File: config.mk
export PLATFORM = sky130hd
export DESIGN_NAME = cmp_adc_trigger
export DESIGN_NICKNAME = d
export VERILOG_FILES = /design/src/rtl/cmp_adc_pkg.sv /design/src/rtl/cat_timer.sv /design/src/rtl/cat_compare.sv /design/src/rtl/cat_sequencer.sv /design/src/rtl/cat_result.sv /design/src/rtl/cmp_adc_trigger.sv
export SDC_FILE = /design/constraint.sdc
export NUM_CORES = 1
export LEC_CHECK = 0
export BUFFER_PORTS_ARGS = -buffer_cell sky130_fd_sc_hd__buf_4
export CORE_ASPECT_RATIO = 1.75
export CORE_MARGIN = 2
export CORE_UTILIZATION = 30
export DETAILED_ROUTE_END_ITERATION = 16
export PLACE_DENSITY = 0.63
export SKIP_CTS_REPAIR_TIMING = 1
export SKIP_LAST_GASP = 1
export SLEW_MARGIN = 20
export SYNTH_ARGS = -nofsm -noshare
export SYNTH_HDL_FRONTEND = slang
export SYNTH_SLANG_ARGS = --single-unit
File: constraint.sdc
create_clock -name clk -period 6.4 [get_ports clk]
set_input_delay 1.28 -clock clk [delete_from_list [all_inputs] [get_ports clk]]
set_output_delay 1.28 -clock clk [all_outputs]
set_load 0.05 [all_outputs]
File: src/rtl/cmp_adc_pkg.sv
package cmp_adc_pkg;

  localparam logic [3:0] TRIG_MODE = 4'b1011;

  typedef enum logic [1:0] {
    SEQ_IDLE = 2'd0,
    SEQ_ACQ  = 2'd1,
    SEQ_CONV = 2'd2
  } seq_state_t;

  // acquisition time in units for each 3-bit code
  function automatic logic [4:0] acq_units(input logic [2:0] code);
    logic [4:0] u;
    case (code)
      3'd0: u = 5'd0;
      3'd1: u = 5'd2;
      3'd2: u = 5'd4;
      3'd3: u = 5'd6;
      3'd4: u = 5'd8;
      3'd5: u = 5'd12;
      3'd6: u = 5'd16;
      default: u = 5'd20;
    endcase
    return u;
  endfunction

endpackage

File: src/rtl/cat_timer.sv
module cat_timer #(
  parameter int TMR_W = 16
) (
  input  logic             clk,
  input  logic             rst,
  input  logic             inc,
  input  logic             clr,
  output logic [TMR_W-1:0] value
);

  logic [TMR_W-1:0] cnt_q;

  // clear dominates counting
  always_ff @(posedge clk) begin
    if (rst) begin
      cnt_q <= '0;
    end else if (clr) begin
      cnt_q <= '0;
    end else if (inc) begin
      cnt_q <= cnt_q + TMR_W'(1);
    end
  end

  assign value = cnt_q;

endmodule

File: src/rtl/cat_compare.sv
module cat_compare
  import cmp_adc_pkg::*;
#(
  parameter int TMR_W  = 16,
  parameter int MODE_W = 4
) (
  input  logic [MODE_W-1:0] mode,
  input  logic [TMR_W-1:0]  cmp_val,
  input  logic [TMR_W-1:0]  cnt,
  output logic              hit
);

  logic mode_ok;
  logic equal;

  always_comb begin
    mode_ok = (mode == MODE_W'(TRIG_MODE));
    equal   = (cnt == cmp_val);
    hit     = mode_ok && equal;
  end

endmodule

File: src/rtl/cat_sequencer.sv
module cat_sequencer
  import cmp_adc_pkg::*;
#(
  parameter int UNIT_CYCLES = 1,
  parameter int ACQ_SEL_W   = 3
) (
  input  logic                 clk,
  input  logic                 rst,
  input  logic                 evt,
  input  logic                 adc_en,
  input  logic [ACQ_SEL_W-1:0] acq_sel,
  input  logic                 conv_done,
  output logic                 busy,
  output logic                 conv_req,
  output logic                 done_irq,
  output logic                 capture
);

  localparam int ACQ_MAX = 20 * UNIT_CYCLES;
  localparam int CW      = (ACQ_MAX < 2) ? 1 : $clog2(ACQ_MAX + 1);

  seq_state_t    state_q;
  logic [CW-1:0] wait_q;
  logic [CW-1:0] acq_load;
  logic          req_q;
  logic          irq_q;
  logic          start;

  always_comb begin
    acq_load = CW'(int'(acq_units(3'(acq_sel))) * UNIT_CYCLES);
    start    = evt && adc_en && (state_q == SEQ_IDLE);
    capture  = (state_q == SEQ_CONV) && adc_en && conv_done;
  end

  always_ff @(posedge clk) begin
    if (rst) begin
      state_q <= SEQ_IDLE;
      wait_q  <= '0;
      req_q   <= 1'b0;
      irq_q   <= 1'b0;
    end else begin
      req_q <= 1'b0;
      irq_q <= 1'b0;
      case (state_q)
        SEQ_IDLE: begin
          if (start) begin
            state_q <= SEQ_ACQ;
            wait_q  <= acq_load;
          end
        end
        SEQ_ACQ: begin
          if (!adc_en) begin
            state_q <= SEQ_IDLE;
          end else if (wait_q == '0) begin
            req_q   <= 1'b1;
            state_q <= SEQ_CONV;
          end else begin
            wait_q <= wait_q - CW'(1);
          end
        end
        SEQ_CONV: begin
          if (!adc_en) begin
            state_q <= SEQ_IDLE;
          end else if (conv_done) begin
            state_q <= SEQ_IDLE;
            irq_q   <= 1'b1;
          end
        end
        default: state_q <= SEQ_IDLE;
      endcase
    end
  end

  assign busy     = (state_q != SEQ_IDLE);
  assign conv_req = req_q;
  assign done_irq = irq_q;

endmodule

File: src/rtl/cat_result.sv
module cat_result #(
  parameter int RES_W = 10
) (
  input  logic             clk,
  input  logic             rst,
  input  logic             capture,
  input  logic [RES_W-1:0] data,
  output logic [7:0]       res_hi,
  output logic [7:0]       res_lo
);

  localparam int PAD_W = 16 - RES_W;

  logic [15:0] word_q;
  logic [15:0] word_d;

  always_comb begin
    word_d = {{PAD_W{1'b0}}, data};
  end

  always_ff @(posedge clk) begin
    if (rst) begin
      word_q <= '0;
    end else if (capture) begin
      word_q <= word_d;
    end
  end

  assign res_hi = word_q[15:8];
  assign res_lo = word_q[7:0];

endmodule

File: src/rtl/cmp_adc_trigger.sv
module cmp_adc_trigger
  import cmp_adc_pkg::*;
#(
  parameter int TMR_W       = 16,
  parameter int MODE_W      = 4,
  parameter int ACQ_SEL_W   = 3,
  parameter int RES_W       = 10,
  parameter int UNIT_CYCLES = 1
) (
  input  logic                 clk,
  input  logic                 rst,
  input  logic [MODE_W-1:0]    cfg_mode,
  input  logic [TMR_W-1:0]     cfg_compare,
  input  logic                 cfg_timer_sel,
  input  logic                 cfg_adc_en,
  input  logic [ACQ_SEL_W-1:0] cfg_acq_sel,
  input  logic                 tmr0_inc,
  input  logic                 tmr1_inc,
  input  logic                 conv_done,
  input  logic [RES_W-1:0]     conv_data,
  output logic [TMR_W-1:0]     tmr0_val,
  output logic [TMR_W-1:0]     tmr1_val,
  output logic                 special_evt,
  output logic                 busy,
  output logic                 conv_req,
  output logic                 done_irq,
  output logic [7:0]           res_hi,
  output logic [7:0]           res_lo
);

  localparam int NUM_TMR = 2;

  logic [TMR_W-1:0] tval [NUM_TMR];
  logic [NUM_TMR-1:0] inc_vec;
  logic [NUM_TMR-1:0] clr_vec;
  logic [TMR_W-1:0] watched;
  logic             evt;
  logic             capture;

  assign inc_vec = {tmr1_inc, tmr0_inc};

  for (genvar g = 0; g < NUM_TMR; g++) begin : g_tmr
    assign clr_vec[g] = evt && (cfg_timer_sel == 1'(g));
    cat_timer #(.TMR_W(TMR_W)) u_tmr (
      .clk   (clk),
      .rst   (rst),
      .inc   (inc_vec[g]),
      .clr   (clr_vec[g]),
      .value (tval[g])
    );
  end

  assign watched = cfg_timer_sel ? tval[1] : tval[0];

  cat_compare #(.TMR_W(TMR_W), .MODE_W(MODE_W)) u_cmp (
    .mode    (cfg_mode),
    .cmp_val (cfg_compare),
    .cnt     (watched),
    .hit     (evt)
  );

  cat_sequencer #(.UNIT_CYCLES(UNIT_CYCLES), .ACQ_SEL_W(ACQ_SEL_W)) u_seq (
    .clk       (clk),
    .rst       (rst),
    .evt       (evt),
    .adc_en    (cfg_adc_en),
    .acq_sel   (cfg_acq_sel),
    .conv_done (conv_done),
    .busy      (busy),
    .conv_req  (conv_req),
    .done_irq  (done_irq),
    .capture   (capture)
  );

  cat_result #(.RES_W(RES_W)) u_res (
    .clk     (clk),
    .rst     (rst),
    .capture (capture),
    .data    (conv_data),
    .res_hi  (res_hi),
    .res_lo  (res_lo)
  );

  assign tmr0_val    = tval[0];
  assign tmr1_val    = tval[1];
  assign special_evt = evt;

endmodule

# Yosys cells after proc, flatten, opt, wreduce, memory -nomap -nowiden
# Index checks and enable logic that the tools add are counted.
[totals]
regBits = 51
out_inout_bits = 52
[classes]
n_addsub = 3
n_eq_ne = 15
muxes = 14
bitwise = 4
n_reduce_logical = 18
[op_table]
columns = ["cell", "count"]
rows = [
  ["one-hot mux 5 bit (7 select lines)", 1],
  ["adder 16 x 1 -> 16 bit, second input constant", 2],
  ["equality test 16 bit", 1],
  ["two-way mux 16 bit", 1],
  ["two-way mux 5 bit", 3],
  ["two-way mux 2 bit", 5],
  ["one-hot mux 5 bit (2 select lines)", 1],
  ["equality test 3 bit, second input constant", 3],
  ["logical AND 1 bit", 7],
  ["equality test 3 x 2 -> 1 bit, second input constant", 2],
  ["one-hot mux 2 bit (3 select lines)", 1],
  ["OR reduction 3 bit", 2],
  ["zero test 5 bit", 1],
  ["subtractor 5 x 1 -> 5 bit, second input constant", 1],
  ["equality test 4 bit, second input constant", 1],
  ["inequality test 2 bit, second input constant", 2],
  ["inverter 1 bit", 4],
  ["AND reduction 4 bit", 1],
  ["nonzero test 2 bit", 2],
  ["OR reduction 2 bit", 2],
  ["equality test 3 x 1 -> 1 bit, second input constant", 1],
  ["zero test 3 bit", 1],
  ["inequality test 3 x 2 -> 1 bit, second input constant", 1],
  ["inequality test 3 bit, second input constant", 1],
  ["other kinds (6)", 7],
]

# Depth between registers and ports, before layout
[logic_depth]
ltp_word = 7
mapped_depth = 10
depth_no_buf = 7

# Modules after synthesis
# A second synthesis with hierarchy kept.
[unflattened]
cells_unflattened = 312
area_unflattened_um2 = 2934.1
[modules_own_cells]
columns = ["module", "instances", "cells_each", "area_per_inst_um2", "seq_area_each_um2"]
rows = [
  ["cat_timer", 2, 86, 780.7, 320.3],
  ["cat_sequencer", 1, 58, 523.0, 180.2],
  ["cat_result", 1, 39, 401.6, 200.2],
  ["cmp_adc_trigger", 1, 20, 257.7, 0.0],
  ["cat_compare", 1, 23, 190.2, 0.0],
]

# Least setup slack after synthesis
# Ideal clock, no wire load.
[synth_path]
path_type = "input port to output port"
start = "input cfg_timer_sel"
end = "output special_evt"
arrival_time_ns = 2.997
t_required_ns = 5.120
slack_ns = 2.123
stages = 7
path_buffers = 2
path_cell_list = "buf_6 buf_12 mux2i_1 xnor2_1 nor4_1 nand4_2 nor2_1"
[synth_between]
elab_chain_cells = 3
[synth_lines]
columns = ["item", "line", "source"]
rows = [
  ["from (decl)", "cmp_adc_trigger.sv:14", "input logic cfg_timer_sel,"],
  ["two-way mux 16 bit", "cmp_adc_trigger.sv:53", "assign watched = cfg_timer_sel ? tval[1] : tval[0];"],
  ["equality test 16 bit", "cat_compare.sv:18", "equal = (cnt == cmp_val);"],
  ["logical AND 1 bit", "cat_compare.sv:19", "hit = mode_ok && equal;"],
  ["to (decl)", "cmp_adc_trigger.sv:23", "output logic special_evt,"],
]
# Every way passes these cells.

# Final worst setup path
# Same ends and word-level chain as after synthesis.

==> results.yml <==
die:
  start_util_pct: 30.6
  rows: 45
  io_pins: 92
  die_h_microns: 128
  core_sq_um: 8610
  dieArea_sq_um: 9590
  die_width_microns: 74.9
detailed_routing:
  drc_errors: 0
  dr.pass1.iters: 4
  drtIter0Drc: 87
  via_per_inst: 4.63
  wl_per_cell_microns: 13.6
  vias: 2309
  final_antenna_net_count: 0
  wl_microns: 6780
synthesis:
  avgSynthCellArea_sq_um: 8.82
  synthesis.area_sq_um: 2640
  yosysWarnings: 0
  synthCells: 299
  ys_seq_area_share_pct: 38.7
  ys.flop_type: "dfxtp_1"
  async_flop_share_pct: 0
  synth_edf_count: 0
  synth-seq-cells: 51
  yosys.cell_types.count: 44
run:
  cap_violations: 0
sta:
  hold_viol_final: 0
  min_period_ps: 4280
  slew_headroom_pct: 53.2
  max_freq_ghz: 0.233
  fin_crit_sh_pct: 66.9
  rsz0062_at_grt: "no"
  setup_viol: 0
  tightest_slew_ps: 692
  fin_setup_tns_ps: 0
  fin_skew_ps: 7.40
  slew_violations: 0
placement:
  place_area_sq_um: 3330
  gp_congestion: 0.838
  dpl.hpwl_microns: 5390
  io_buffer_count: 85
global_routing:
  gr-total-overflow: 0
  grt_pass1_wl_microns: 10900
  grt_pass1_vias: 2294
  grt_max_degree: 21
  antenna_found_initial: 0
  track_usage_pct: 14.7
cells_and_area:
  fillers: 883
  final_util_pct: 40.4
  multi_input_area_sq_um: 1510
  regArea_sq_um: 1020
  finish.instance_area_sq_um: 3480
  layout-drive-gt1-share_pct: 28.3
  diodes: 0
  syn2layout_area_growth_pct: 31.9
  final_nets: 425
power:
  ir_drop_mv: 0.112
  powerDensity_nw_per_um2: 193
  p_leak_nw: 1.46
setup_path:
  cp-end-kind: "primary output"
  criticalPathCategory: "in2out"
  path_max_fanout: 18
  crit_required_ps: 5120
  worstSetupStartpointType: "primary input"
  cp.arrival_ps: 3000
clocking:
  cts_max_level: 2
  path_clk_slew_ps: 70
  cts_sinks: 51
  clk_path_buf_depth: 2
  clk_latency_ps: 290
  cts_tree: "built"
  cts-root-buf: "clkbuf_16"
  cts_made_buffers: 5
worst_hold_path:
  hp-class: "reg2reg"
outcome:
  outcome: "complete, no violations"
## path summary, 6_finish.rpt
path	start	endpoint	slack (ps)	cells past startpoint
max reg2reg	g_tmr[1].u_tmr.value[5]	u_seq.wait_q[1]	4040	7
min reg2reg	u_res.word_q[4]	u_res.word_q[4]	450	2
min	u_res.word_q[4]	u_res.word_q[4]	450	2
max	cfg_timer_sel	special_evt	2120	7
## worst max-delay path, stage by stage
cell	delay (ps)
buf_4	280
mux2i_1	280
xnor2_1	90
nor4_1	350
nand4_2	250
nor2_1	230
buf_4	240
## per-layer routing
metal	global-route usage [%]	wire (microns)	share of wire (%)	up-vias
met5	0	0	0	-
met2	27.0	3530	52	88
met1	16.1	2740	40	1057
met4	4.94	105	1.5	0
met3	2.67	405	6.0	6
li1	-	-	-	1158
## synthesized netlist by cell type, types with 2 or more instances
cell,count,share of area (%)
o31ai_1,2,0.57
nor2_1,46,6.5
or2_2,2,0.47
xnor2_1,20,6.6
nand2b_1,2,0.47
or3_1,2,0.47
inv_1,4,0.57
clkbuf_1,4,0.57
xor2_1,26,8.6
nor3b_1,3,0.85
and3_1,6,1.4
nor4_2,2,0.95
a21oi_1,13,2.5
nand2_1,35,5.0
buf_4,6,1.7
nor3_1,4,0.76
nor4_1,2,0.47
mux2i_1,19,7.2
o21ai_0,3,0.57
nand4_1,5,1.2
dfxtp_1,51,39
nand3_1,14,2.7
ha_1,4,1.9
nand4_2,2,0.95
a31oi_1,2,0.47
buf_2,2,0.38
## through the flow
stage | hold WS [ps] | power (mW) | cells | setup WS [ps]
final | 454 | 0.672 | 499 | 2120
after global placement | 445 | 0.403 | 491 | 2160
after global routing | 481 | 0.699 | 499 | 1930
after CTS | 459 | 0.684 | 499 | 2110
after floorplan | 481 | 0.379 | 304 | 2120
after detailed placement | 449 | 0.405 | 491 | 2110
## report_power, final
group	internal (mW)	switching [mW]	total [mW]
Sequential	0.320	0.00568	0.326
Clock	0.157	0.119	0.276
Combinational	0.0312	0.0396	0.0708
## layout by cell type (no fill, tap or decap), types with 3 or more instances in the layout
cell type,Yosys,layout
dfxtp_1,51,51
xor2_1,26,26
o21ai_0,3,3
and3_1,6,6
a21oi_1,13,13
nand2_1,35,35
ha_1,4,4
inv_1,4,4
nor2_1,46,46
nor3_1,4,4
conb_1,1,6
mux2i_1,19,19
nand4_1,5,5
nand3_1,14,14
xnor2_1,20,20
nor3b_1,3,3
clkbuf_16,0,5
buf_4,6,85
## final cells by class
cell class                      count  area share, %
Tap cell                          117           4.21
Inverter                            4          0.431
Clock buffer                        6           3.99
Clock inverter                      2          0.396
Sequential cell                    51           29.3
Timing Repair Buffer               85           18.3
Multi-Input combinational cell    234           43.3
## registers in the layout (all words and copies together) (netlist names)
name               flops
u_res.word_q          10
u_seq.conv_req         1
g_tmr.u_tmr.value     32
u_seq.state_q          2
u_seq.wait_q           5
u_seq.done_irq         1
## cell families (layout without fill, tap and decap cells)
logic type	Yosys count	after routing	share of synthesized area, %
other cells	1	6	0.142
mux	19	19	7.21
xor+xnor	46	46	15.3
simple gates	133	133	25.2
flops	51	51	38.7
buf+inv	19	97	4.89
fa+ha+maj	4	4	1.90
compound gates	26	26	6.64
No activity file was read; power rests on OpenSTA's default activity.
